<file path="config.mk">
export PLATFORM = sky130hd
export DESIGN_NAME = pairtlb_lookup
export DESIGN_NICKNAME = d
export VERILOG_FILES = /design/src/rtl/pairtlb_pkg.sv /design/src/rtl/tlb_entry_store.sv /design/src/rtl/tlb_match_sel.sv /design/src/rtl/tlb_perm_check.sv /design/src/rtl/pairtlb_lookup.sv
export SDC_FILE = /design/constraint.sdc
export NUM_CORES = 2
export LEC_CHECK = 0
export BUFFER_PORTS_ARGS = -buffer_cell sky130_fd_sc_hd__buf_2
export CORE_MARGIN = 4
export CORE_UTILIZATION = 60
export CTS_BUF_LIST = sky130_fd_sc_hd__clkbuf_8
export DETAILED_ROUTE_END_ITERATION = 10
export GPL_TIMING_DRIVEN = 1
export PLACE_DENSITY = 0.8
export SLEW_MARGIN = 15
export SYNTH_ARGS = -nofsm -noshare
export SYNTH_HDL_FRONTEND = slang
export SYNTH_SLANG_ARGS = --single-unit
export TNS_END_PERCENT = 10
</file>
<file path="constraint.sdc">
create_clock -name clk -period 11.75 [get_ports clk]
set_input_delay 2.35 -clock clk [delete_from_list [all_inputs] [get_ports clk]]
set_output_delay 2.35 -clock clk [all_outputs]
set_load 0.1 [all_outputs]
</file>
<file path="src/rtl/pairtlb_pkg.sv">
package pairtlb_pkg;
  parameter int unsigned VA_W         = 32;
  parameter int unsigned PA_W         = 32;
  parameter int unsigned ASID_W       = 8;
  parameter int unsigned MIN_PG_SHIFT = 12;

  localparam int unsigned PAIR_SHIFT = MIN_PG_SHIFT + 1;
  localparam logic [VA_W-1:0] FIXED_MASK = (VA_W'(1) << PAIR_SHIFT) - VA_W'(1);

  typedef enum logic [2:0] {
    RC_MATCH    = 3'd0,
    RC_NOMATCH  = 3'd1,
    RC_INVALID  = 3'd2,
    RC_MODIFIED = 3'd3,
    RC_EXEC_BLK = 3'd4,
    RC_READ_BLK = 3'd5
  } res_code_e;

  typedef enum logic [1:0] {
    ACC_FETCH = 2'd0,
    ACC_LOAD  = 2'd1,
    ACC_STORE = 2'd2
  } acc_e;

  typedef struct packed {
    logic rd_inh;
    logic ex_inh;
    logic dirty;
    logic valid;
  } pg_flags_t;

  typedef struct packed {
    logic [VA_W-1:0]   vpn;
    logic [VA_W-1:0]   pmask;
    logic [ASID_W-1:0] asid;
    logic              glob;
    logic              hw_inv;
    logic [PA_W-1:0]   pfn_even;
    logic [PA_W-1:0]   pfn_odd;
    pg_flags_t         fl_even;
    pg_flags_t         fl_odd;
  } tlb_entry_t;

  // Effective mask covering the whole even/odd pair.
  function automatic logic [VA_W-1:0] span_mask(input logic [VA_W-1:0] pmask);
    return pmask | FIXED_MASK;
  endfunction

  // Odd page when the top bit of the mask is set in the address.
  function automatic logic odd_pick(input logic [VA_W-1:0] va, input logic [VA_W-1:0] mask);
    return |(va & mask & ~(mask >> 1));
  endfunction

  // Frame base combined with the in-page offset.
  function automatic logic [PA_W-1:0] frame_addr(input logic [PA_W-1:0] pfn,
                                                input logic [VA_W-1:0] va,
                                                input logic [VA_W-1:0] mask);
    return pfn | PA_W'(va & (mask >> 1));
  endfunction
endpackage

</file>
<file path="src/rtl/tlb_entry_store.sv">
module tlb_entry_store
  import pairtlb_pkg::*;
#(
  parameter  int unsigned ENTRIES = 8,
  localparam int unsigned IDX_W   = $clog2(ENTRIES)
) (
  input  logic             clk,
  input  logic             rst_n,
  input  logic             wr_en,
  input  logic [IDX_W-1:0] wr_idx,
  input  tlb_entry_t       wr_data,
  output tlb_entry_t       ent_o [ENTRIES]
);
  tlb_entry_t ents_q [ENTRIES];

  for (genvar i = 0; i < ENTRIES; i++) begin : g_slot
    always_ff @(posedge clk or negedge rst_n) begin
      if (!rst_n) begin
        ents_q[i]        <= '0;
        ents_q[i].hw_inv <= 1'b1;
      end else if (wr_en && wr_idx == IDX_W'(i)) begin
        ents_q[i] <= wr_data;
      end
    end
    assign ent_o[i] = ents_q[i];
  end
endmodule

</file>
<file path="src/rtl/tlb_match_sel.sv">
module tlb_match_sel
  import pairtlb_pkg::*;
#(
  parameter int unsigned ENTRIES = 8
) (
  input  tlb_entry_t          ents [ENTRIES],
  input  logic [VA_W-1:0]     va,
  input  logic [ASID_W-1:0]   asid,
  output logic [ENTRIES-1:0]  hit_vec,
  output logic [ENTRIES-1:0]  grant_vec,
  output logic [VA_W-1:0]     sel_pmask,
  output logic [PA_W-1:0]     sel_pfn_even,
  output logic [PA_W-1:0]     sel_pfn_odd,
  output pg_flags_t           sel_fl_even,
  output pg_flags_t           sel_fl_odd
);
  for (genvar i = 0; i < ENTRIES; i++) begin : g_cmp
    logic [VA_W-1:0] m;
    logic            id_ok;
    assign m          = span_mask(ents[i].pmask);
    assign id_ok      = ents[i].glob || (ents[i].asid == asid);
    assign hit_vec[i] = id_ok && ((ents[i].vpn & ~m) == (va & ~m)) && !ents[i].hw_inv;
  end

  // Lowest set bit of the hit vector wins.
  assign grant_vec = hit_vec & (~hit_vec + ENTRIES'(1));

  // AND-OR mux driven by the one-hot grant.
  always_comb begin
    sel_pmask    = '0;
    sel_pfn_even = '0;
    sel_pfn_odd  = '0;
    sel_fl_even  = '0;
    sel_fl_odd   = '0;
    for (int i = 0; i < ENTRIES; i++) begin
      if (grant_vec[i]) begin
        sel_pmask    = sel_pmask    | ents[i].pmask;
        sel_pfn_even = sel_pfn_even | ents[i].pfn_even;
        sel_pfn_odd  = sel_pfn_odd  | ents[i].pfn_odd;
        sel_fl_even  = sel_fl_even  | ents[i].fl_even;
        sel_fl_odd   = sel_fl_odd   | ents[i].fl_odd;
      end
    end
  end
endmodule

</file>
<file path="src/rtl/tlb_perm_check.sv">
module tlb_perm_check
  import pairtlb_pkg::*;
(
  input  logic            hit_any,
  input  logic [VA_W-1:0] va,
  input  logic [1:0]      acc,
  input  logic [VA_W-1:0] pmask,
  input  logic [PA_W-1:0] pfn_even,
  input  logic [PA_W-1:0] pfn_odd,
  input  pg_flags_t       fl_even,
  input  pg_flags_t       fl_odd,
  output logic [2:0]      code,
  output logic [PA_W-1:0] paddr,
  output logic            wr_ok
);
  logic [VA_W-1:0] mask;
  logic            odd;
  pg_flags_t       fl;
  logic [PA_W-1:0] pfn;

  assign mask = span_mask(pmask);
  assign odd  = odd_pick(va, mask);
  assign fl   = odd ? fl_odd  : fl_even;
  assign pfn  = odd ? pfn_odd : pfn_even;

  always_comb begin
    code  = RC_MATCH;
    paddr = '0;
    wr_ok = 1'b0;
    if (!hit_any) begin
      code = RC_NOMATCH;
    end else if (!fl.valid) begin
      code = RC_INVALID;
    end else if (acc == ACC_FETCH && fl.ex_inh) begin
      code = RC_EXEC_BLK;
    end else if (acc == ACC_LOAD && fl.rd_inh) begin
      code = RC_READ_BLK;
    end else if (acc == ACC_STORE && !fl.dirty) begin
      code = RC_MODIFIED;
    end else begin
      paddr = frame_addr(pfn, va, mask);
      wr_ok = fl.dirty;
    end
  end
endmodule

</file>
<file path="src/rtl/pairtlb_lookup.sv">
module pairtlb_lookup
  import pairtlb_pkg::*;
#(
  parameter  int unsigned ENTRIES = 8,
  localparam int unsigned IDX_W   = $clog2(ENTRIES)
) (
  input  logic              clk,
  input  logic              rst_n,
  input  logic [VA_W-1:0]   req_vaddr,
  input  logic [ASID_W-1:0] req_asid,
  input  logic [1:0]        req_acc,
  output logic [2:0]        rsp_code,
  output logic [PA_W-1:0]   rsp_paddr,
  output logic              rsp_wr_ok,
  input  logic              wr_en,
  input  logic [IDX_W-1:0]  wr_idx,
  input  logic [VA_W-1:0]   wr_vpn,
  input  logic [VA_W-1:0]   wr_pmask,
  input  logic [ASID_W-1:0] wr_asid,
  input  logic              wr_glob,
  input  logic              wr_hw_inv,
  input  logic [PA_W-1:0]   wr_pfn_even,
  input  logic [PA_W-1:0]   wr_pfn_odd,
  input  logic [3:0]        wr_fl_even,
  input  logic [3:0]        wr_fl_odd
);
  tlb_entry_t          wr_data;
  tlb_entry_t          ents [ENTRIES];
  logic [ENTRIES-1:0]  hit_vec;
  logic [ENTRIES-1:0]  grant_vec;
  logic                hit_any;
  logic [VA_W-1:0]     sel_pmask;
  logic [PA_W-1:0]     sel_pfn_even;
  logic [PA_W-1:0]     sel_pfn_odd;
  pg_flags_t           sel_fl_even;
  pg_flags_t           sel_fl_odd;
  logic [2:0]          nxt_code;
  logic [PA_W-1:0]     nxt_paddr;
  logic                nxt_wr_ok;

  always_comb begin
    wr_data          = '0;
    wr_data.vpn      = wr_vpn;
    wr_data.pmask    = wr_pmask;
    wr_data.asid     = wr_asid;
    wr_data.glob     = wr_glob;
    wr_data.hw_inv   = wr_hw_inv;
    wr_data.pfn_even = wr_pfn_even;
    wr_data.pfn_odd  = wr_pfn_odd;
    wr_data.fl_even  = wr_fl_even;
    wr_data.fl_odd   = wr_fl_odd;
  end

  tlb_entry_store #(.ENTRIES(ENTRIES)) i_store (
    .clk     (clk),
    .rst_n   (rst_n),
    .wr_en   (wr_en),
    .wr_idx  (wr_idx),
    .wr_data (wr_data),
    .ent_o   (ents)
  );

  tlb_match_sel #(.ENTRIES(ENTRIES)) i_match (
    .ents         (ents),
    .va           (req_vaddr),
    .asid         (req_asid),
    .hit_vec      (hit_vec),
    .grant_vec    (grant_vec),
    .sel_pmask    (sel_pmask),
    .sel_pfn_even (sel_pfn_even),
    .sel_pfn_odd  (sel_pfn_odd),
    .sel_fl_even  (sel_fl_even),
    .sel_fl_odd   (sel_fl_odd)
  );

  assign hit_any = |hit_vec;

  tlb_perm_check i_perm (
    .hit_any  (hit_any),
    .va       (req_vaddr),
    .acc      (req_acc),
    .pmask    (sel_pmask),
    .pfn_even (sel_pfn_even),
    .pfn_odd  (sel_pfn_odd),
    .fl_even  (sel_fl_even),
    .fl_odd   (sel_fl_odd),
    .code     (nxt_code),
    .paddr    (nxt_paddr),
    .wr_ok    (nxt_wr_ok)
  );

  always_ff @(posedge clk or negedge rst_n) begin
    if (!rst_n) begin
      rsp_code  <= RC_NOMATCH;
      rsp_paddr <= '0;
      rsp_wr_ok <= 1'b0;
    end else begin
      rsp_code  <= nxt_code;
      rsp_paddr <= nxt_paddr;
      rsp_wr_ok <= nxt_wr_ok;
    end
  end
endmodule

</file>
# [Yosys cells after proc, flatten, opt, wreduce, memory -nomap -nowiden]
# Index checks and enable logic that the tools add are counted.
[classes] n_addsub=1 n_eq_ne=25 muxes=57 bitwise_logic=66 n_reduce_logical=48
[ops] cell="2-to-1 mux 32 bit" count=30
[ops] cell="OR 32 bit" count=22
[ops] cell="bitwise AND 32 bit" count=18
[ops] cell="== test 32 bit" count=8
[ops] cell="inverter 32 bit" count=8
[ops] cell="2-to-1 mux 4 bit" count=17
[ops] cell="== test 8 bit" count=8
[ops] cell="OR 4 bit" count=14
[ops] cell="bitwise AND 32 x 31 -> 32 bit" count=1
[ops] cell="inverter 31 -> 32 bit" count=1
[ops] cell="OR reduction 32 bit" count=1
[ops] cell="logical AND 1 bit" count=27
[ops] cell="== test 3 bit (second input constant)" count=4
[ops] cell="2-to-1 mux 3 bit" count=4
[ops] cell="zero test 1 bit" count=9
[ops] cell="adder 8 x 1 -> 8 bit (second input constant)" count=1
[ops] cell="bitwise AND 8 bit" count=1
[ops] cell="logical OR 1 bit" count=8
[ops] cell="inverter 8 bit" count=1
[ops] cell="OR reduction 8 bit" count=1
[ops] cell="== test 3 x 2 -> 1 bit (second input constant)" count=2
[ops] cell="2-to-1 mux 1 bit" count=5
[ops] cell="== test 3 x 1 -> 1 bit (second input constant)" count=1
[ops] cell="zero test 3 bit" count=1
[ops] cell="other kinds (4)" count=4
[word_totals] reg_bits=1204 out_inout_bits=36

# [Longest topological paths before layout]
[logic_depth] word_depth=34 depth_mapped=21

# [Cells and area by module]
# A second synthesis with hierarchy kept.
[unflattened] cells_unflattened=4113 hier_area_um2=56110.1
[modules_own_cells] module="tlb_entry_store" n_inst=1 cells_per_inst=2472 area_each_um2=45372.3 seq_area_each_um2=29238.0
[modules_own_cells] module="tlb_match_sel" n_inst=1 cells_per_inst=1395 area_each_um2=8494.4 seq_area_each_um2=0.0
[modules_own_cells] module="tlb_perm_check" n_inst=1 cells_per_inst=207 area_each_um2=1325.0 seq_area_each_um2=0.0
[modules_own_cells] module="pairtlb_lookup" n_inst=1 cells_per_inst=39 area_each_um2=918.4 seq_area_each_um2=902.1

# [Least setup slack after synthesis]
# No wires, ideal clock.
[synth_timing] path_kind="input to register" from="input req_asid[0]" to="register rsp_paddr[28]" t_arrival_ps=6249 path_slack_ps=5359 path_stages=17 path_buffers=4 path_cell_list="buf_4 -> xor2_1 -> nor4_1 -> a21oi_1 -> or4b_4 -> buf_6 -> nor3_2 -> a22oi_1 -> o22a_1 -> nand3_1 -> mux2_2 -> or4_4 -> or4_1 -> buf_2 -> buf_2 -> nor3_1 -> a211oi_2"
[synth_via] elab_chain_len=33 elab_cells_between_ends=128
[synth_rtl] element="start: declaration" line_no="pairtlb_lookup.sv:10" source="input logic [ASID_W-1:0] req_asid,"
[synth_rtl] element="== test 8 bit" line_no="tlb_match_sel.sv:21" source="assign id_ok = ents[i].glob || (ents[i].asid == asid);"
[synth_rtl] element="logical OR 1 bit" line_no="tlb_match_sel.sv:21"
[synth_rtl] element="logical AND 1 bit (2 in a row)" line_no="tlb_match_sel.sv:22" source="assign hit_vec[i] = id_ok && ((ents[i].vpn & ~m) == (va & ~m)) && !ents[i].hw_inv;"
[synth_rtl] element="inverter 8 bit" line_no="tlb_match_sel.sv:26" source="assign grant_vec = hit_vec & (~hit_vec + ENTRIES'(1));"
[synth_rtl] element="adder 8 x 1 -> 8 bit" line_no="tlb_match_sel.sv:26"
[synth_rtl] element="bitwise AND 8 bit" line_no="tlb_match_sel.sv:26"
[synth_rtl] element="2-to-1 mux 32 bit" line_no="tlb_match_sel.sv:36" source="if (grant_vec[i]) begin"
[synth_rtl] element="OR 32 bit" line_no="tlb_match_sel.sv:37" source="sel_pmask = sel_pmask | ents[i].pmask;"
[synth_rtl] element="(+17 left out)"
[synth_rtl] element="zero test 1 bit" line_no="tlb_perm_check.sv:38" source="end else if (acc == ACC_STORE && !fl.dirty) begin"
[synth_rtl] element="logical AND 1 bit" line_no="tlb_perm_check.sv:38"
[synth_rtl] element="2-to-1 mux 32 bit" line_no="tlb_perm_check.sv:38"
[synth_rtl] element="2-to-1 mux 32 bit" line_no="tlb_perm_check.sv:36" source="end else if (acc == ACC_LOAD && fl.rd_inh) begin"
[synth_rtl] element="2-to-1 mux 32 bit" line_no="tlb_perm_check.sv:34" source="end else if (acc == ACC_FETCH && fl.ex_inh) begin"
[synth_rtl] element="2-to-1 mux 32 bit" line_no="tlb_perm_check.sv:32" source="end else if (!fl.valid) begin"
[synth_rtl] element="2-to-1 mux 32 bit *" line_no="tlb_perm_check.sv:30" source="if (!hit_any) begin"
[synth_rtl] element="net i_perm.paddr[28]" line_no="tlb_perm_check.sv:13" source="output logic [PA_W-1:0] paddr,"
[synth_rtl] element="end signal: assignment" line_no="pairtlb_lookup.sv:99" source="rsp_paddr <= nxt_paddr;"
[synth_rtl] element="end: declaration" line_no="pairtlb_lookup.sv:13" source="output logic [PA_W-1:0] rsp_paddr,"
# Mark *: on every way through the listed nets, which the timed path passes. The rest lies on a longest branch.
# A chain may end at the register's enable or synchronous reset.

# [Final worst setup path]
[layout_timing] from="input req_vaddr[27]" to="register rsp_paddr[0]"
[layout_via] elab_chain_len=33 elab_cells_between_ends=127
[layout_rtl] element="start: declaration" line_no="pairtlb_lookup.sv:9" source="input logic [VA_W-1:0] req_vaddr,"
[layout_rtl] element="bitwise AND 32 bit" line_no="tlb_match_sel.sv:22"
[layout_rtl] element="== test 32 bit" line_no="tlb_match_sel.sv:22"
[layout_rtl] element="logical AND 1 bit (2 in a row)" line_no="tlb_match_sel.sv:22"
[layout_rtl] element="inverter 8 bit" line_no="tlb_match_sel.sv:26"
[layout_rtl] element="adder 8 x 1 -> 8 bit" line_no="tlb_match_sel.sv:26"
[layout_rtl] element="bitwise AND 8 bit" line_no="tlb_match_sel.sv:26"
[layout_rtl] element="2-to-1 mux 32 bit" line_no="tlb_match_sel.sv:36"
[layout_rtl] element="OR 32 bit" line_no="tlb_match_sel.sv:37"
[layout_rtl] element="(+17 left out)"
[layout_rtl] element="zero test 1 bit" line_no="tlb_perm_check.sv:38"
[layout_rtl] element="logical AND 1 bit" line_no="tlb_perm_check.sv:38"
[layout_rtl] element="2-to-1 mux 32 bit" line_no="tlb_perm_check.sv:38"
[layout_rtl] element="2-to-1 mux 32 bit" line_no="tlb_perm_check.sv:36"
[layout_rtl] element="2-to-1 mux 32 bit" line_no="tlb_perm_check.sv:34"
[layout_rtl] element="2-to-1 mux 32 bit" line_no="tlb_perm_check.sv:32"
[layout_rtl] element="2-to-1 mux 32 bit *" line_no="tlb_perm_check.sv:30"
[layout_rtl] element="net i_perm.paddr[0]" line_no="tlb_perm_check.sv:13"
# Marked as above.

==> impl_summary.log <==
[metrics] run status: complete, no violations
[metrics] Vias: 31400
[metrics] violation count after the first detailed-route iteration: 3182
[metrics] Crit Path Category: input port to flop
[metrics] ordered list of cells on the worst path: buf_2 -> xnor2_1 -> o22ai_1 -> nor4_1 -> nand4_1 -> buf_4 -> o21ai_2 -> buf_4 -> nor4_4 -> buf_4 -> nand2_1 -> and2_1 -> nand3_1 -> nand4_1 -> nor4_2 -> buf_4 -> a2bb2oi_4 -> buf_4 -> nor3_1
[metrics] Synth area leaders: sky130_fd_sc_hd__dfrtp_1, sky130_fd_sc_hd__mux2_2, sky130_fd_sc_hd__xnor2_1, sky130_fd_sc_hd__a22oi_1, sky130_fd_sc_hd__a221oi_1
[metrics] Placed Area: 46800 um^2
[metrics] remaining antenna violation count: 0
[metrics] largest delay contributor family on the critical path: simple AND/OR/NAND/NOR gates
[metrics] register clock-pin slew on the reported worst setup and hold paths: 0.06 ns
[metrics] area growth from synthesis to final layout: 11.3%
[metrics] largest net degree at the start of global routing: 157
[metrics] number of sinks on the clock net: 996
[metrics] hold bufs inserted after CTS: 0
[metrics] H-tree depth reported by CTS: 4
[metrics] number of maximum-capacitance constraint violations: 0
[metrics] post-synthesis instance area: 45000 um^2
[metrics] number of resized instances in the post-cts repair step: 0
[metrics] average cell area after synthesis: 13.3 um^2
[metrics] CTS tree: done
[metrics] maximum achievable frequency: 120 MHz
[metrics] Ys Warns: 0
[metrics] share of synthesized flip-flops with an asynchronous set or reset: 100%
[metrics] critical-path cell with the highest stage delay: sky130_fd_sc_hd__buf_4
[metrics] vias in the first global route: 31900
[metrics] peak supply drop: 0.139 mV
[metrics] setup total negative slack: 0 ns
[metrics] synthesized flop and latch total: 996
[metrics] final setup skew: 0.0379 ns
[metrics] Worst-Skew Late Latency: 0.83 ns
[metrics] reported leakage power: 21.5 nW
[metrics] library cells used by synthesis: 82
[metrics] count of unresolved DRC violations after routing: 0
[metrics] CORE AREA: 74300 um^2
[metrics] fraction of post-synthesis cell area in the top cell type by area: 54.9%
[metrics] Worst EP required: 12.42 ns
[metrics] HP Class: flop to flop
[metrics] RSZ-0062 raised after global routing: false
[metrics] global-route usage over all layers: 33.4%
[metrics] maximum root-to-sink buffer count: 3
[metrics] post-synth net total: 3578
[metrics] number of slew-limit violations in the final report: 0
[metrics] Post-Layout Inst Area: 50100 um^2
[metrics] Crit path buffers/inverters: 6
[metrics] die outline width: 282 um
[metrics] slew at the pin with the worst max-slew slack: 1.27 ns
[metrics] final RePlAce weighted congestion: 1.04
[metrics] vias per inst: 6.68
[metrics] DIE HEIGHT: 282 um
[metrics] CP Launch Type: input port
[metrics] IO buf count: 203
[metrics] detailed placement HPWL: 81100 um
[metrics] area of the die: 79400 um^2
[metrics] Starting Density: 60.5%
[metrics] standard-cell rows: 100
[metrics] most frequent cell after synthesis: sky130_fd_sc_hd__dfrtp_1
[metrics] most instantiated flip-flop cell in the synthesis netlist: sky130_fd_sc_hd__dfrtp_1
[metrics] Routed WL per cell: 28.2 um
[metrics] CTS buffer count: 160
[metrics] wire length after detailed routing: 132000 um
[metrics] endpoints failing hold: 0
[metrics] number of primary I/O pins: 230
[metrics] library cell with the largest summed area after synthesis: sky130_fd_sc_hd__dfrtp_1
[metrics] fraction of layout cells with a size suffix above 1: 40.7%
[metrics] post-synthesis cell count: 3384
[metrics] sequential-to-total area share from yosys stat: 55.4%
[metrics] top post-synthesis cells by count: sky130_fd_sc_hd__dfrtp_1, sky130_fd_sc_hd__mux2_2, sky130_fd_sc_hd__xnor2_1
[metrics] most used cell, CP: sky130_fd_sc_hd__buf_4
[metrics] Arr. time, crit path: 8.97 ns
[metrics] Clock Root Buffer: sky130_fd_sc_hd__clkbuf_8
[metrics] initial antenna violation count: 25
[metrics] global-route wire length before repair: 199000 um
[metrics] Post-CTS Repair Setup Buffers: 0
[metrics] post-layout minimum cycle time: 8.31 ns
[metrics] grt ovf: 0
[metrics] slew margin rel.: 14.3%
[metrics] Crit path largest cell delay: 0.68 ns
[metrics] count of fill cells added during filler insertion: 5327
[metrics] number of nets in the layout: 3769
[metrics] number of enable-type register cells in the synthesized netlist: 0
[metrics] largest driver fanout on the critical path: 31
[metrics] Crit. End Element: flop
[metrics] detailed-router iteration count before antenna repair: 8
[metrics] period utilization: 70.7%
[metrics] number of setup violations in the final report: 0
[metrics] total power density per cell area: 179 nW/um^2
## final cells by class
cell class	count	area (um^2)	share of cell area, %
multi-input combinational	2146	19100	38.2
tap	969	1210	2.42
clock buffer	196	2700	5.38
sequential	996	24900	49.8
inverter	8	30.0	0.0599
antenna	18	45.0	0.0899
timing repair buffer	263	1560	3.10
clock inverter	96	509	1.02
## cell families after synthesis
family	Yosys count	synth area share, %
buffers and inverters	242	2.33
multiplexers	972	24.3
AO/OA/AOI/OAI	524	8.89
flip-flops	996	55.4
AND/OR/NAND/NOR	434	4.86
XOR/XNOR	216	4.20
## path summary, 6_finish.rpt
| path | from | endpoint | slack [ns] | cells after the start |
|---|---|---|---|---|
| min in group asynchronous | rst_n | i_store.ent_o[974] | 1.56 | 1 |
| max | req_vaddr[27] | rsp_paddr[0] | 3.44 | 19 |
| min reg2reg | i_store.ent_o[1072] | i_store.ent_o[1072] | 0.50 | 1 |
| max reg2reg | i_store.ent_o[1017] | rsp_paddr[0] | 4.90 | 18 |
| min | i_store.ent_o[1072] | i_store.ent_o[1072] | 0.50 | 1 |
| max in group asynchronous | rst_n | i_store.ent_o[596] | 7.88 | 3 |
## worst reg2reg max path, delay by kind of cell (launching register included)
kind / cells / cell delay (ns)
xor+xnor: 1 / 0.27
compound gates: 4 / 1.12
buf+inv: 5 / 1.98
simple gates: 7 / 2.69
mux: 1 / 0.27
flops: 1 / 0.39
## power by group
group / total (mW) / internal, mW / leakage, nW / switching, mW
logic: 1.39 / 0.770 / 7.63 / 0.620
clock network: 2.95 / 1.54 / 1.88 / 1.41
registers: 4.63 / 4.17 / 12.0 / 0.467
total: 8.98 / 6.48 / 21.5 / 2.50
## per-layer routing
metal | global-route usage (%) | routed length, um | vias to the layer above
li1 | - | - | 13000
met1 | 44.4 | 51500 | 16300
met2 | 51.2 | 60400 | 1678
met3 | 9.56 | 13500 | 410
met4 | 15.8 | 6770 | 8
met5 | 0 | 46 | -
## per-stage QoR
| stage | std cells | total power, mW | utilization (%) | hold WS (ns) | worst slack (ns) |
|---|---|---|---|---|---|
| after CTS | 4674 | 8.99 | 67.3 | 0.503 | 3.96 |
| after floorplan | 3384 | 5.52 | - | 0.472 | 5.36 |
| after global routing | 4685 | 9.37 | 67.4 | 0.510 | 3.52 |
| after global placement | 4382 | 5.95 | 63.0 | 0.482 | 3.12 |
| after detailed placement | 4382 | 6.05 | 63.0 | 0.490 | 3.11 |
| final | 4692 | 8.98 | 67.4 | 0.501 | 3.44 |
## cell usage in the layout, fill, tap and decap left out, types with 11 or more instances in the layout
cell type	instances
sky130_fd_sc_hd__a211oi_1	11
sky130_fd_sc_hd__nand2_1	118
sky130_fd_sc_hd__clkinv_2	19
sky130_fd_sc_hd__o21ai_0	48
sky130_fd_sc_hd__nor4_1	25
sky130_fd_sc_hd__o22ai_1	74
sky130_fd_sc_hd__clkbuf_8	196
sky130_fd_sc_hd__nor3_1	12
sky130_fd_sc_hd__nor2_1	86
sky130_fd_sc_hd__mux2_2	960
sky130_fd_sc_hd__nand3_1	90
sky130_fd_sc_hd__xor2_1	46
sky130_fd_sc_hd__and3_1	22
sky130_fd_sc_hd__diode_2	18
sky130_fd_sc_hd__buf_4	53
sky130_fd_sc_hd__a21oi_1	42
sky130_fd_sc_hd__nand4_1	13
sky130_fd_sc_hd__a221o_1	23
sky130_fd_sc_hd__a22o_1	27
sky130_fd_sc_hd__mux2i_1	11
sky130_fd_sc_hd__xnor2_1	170
sky130_fd_sc_hd__buf_2	202
sky130_fd_sc_hd__a22oi_1	109
sky130_fd_sc_hd__dfrtp_1	987
sky130_fd_sc_hd__inv_1	69
sky130_fd_sc_hd__a221oi_1	89
sky130_fd_sc_hd__a222oi_1	21
## sequential cells by signal, indices dropped and copies added, names as in the netlist
name / cells
rsp_code: 3
rsp_wr_ok: 1
rsp_paddr: 32
i_store.ent_o: 960
Power figures use the tool's default switching activity.
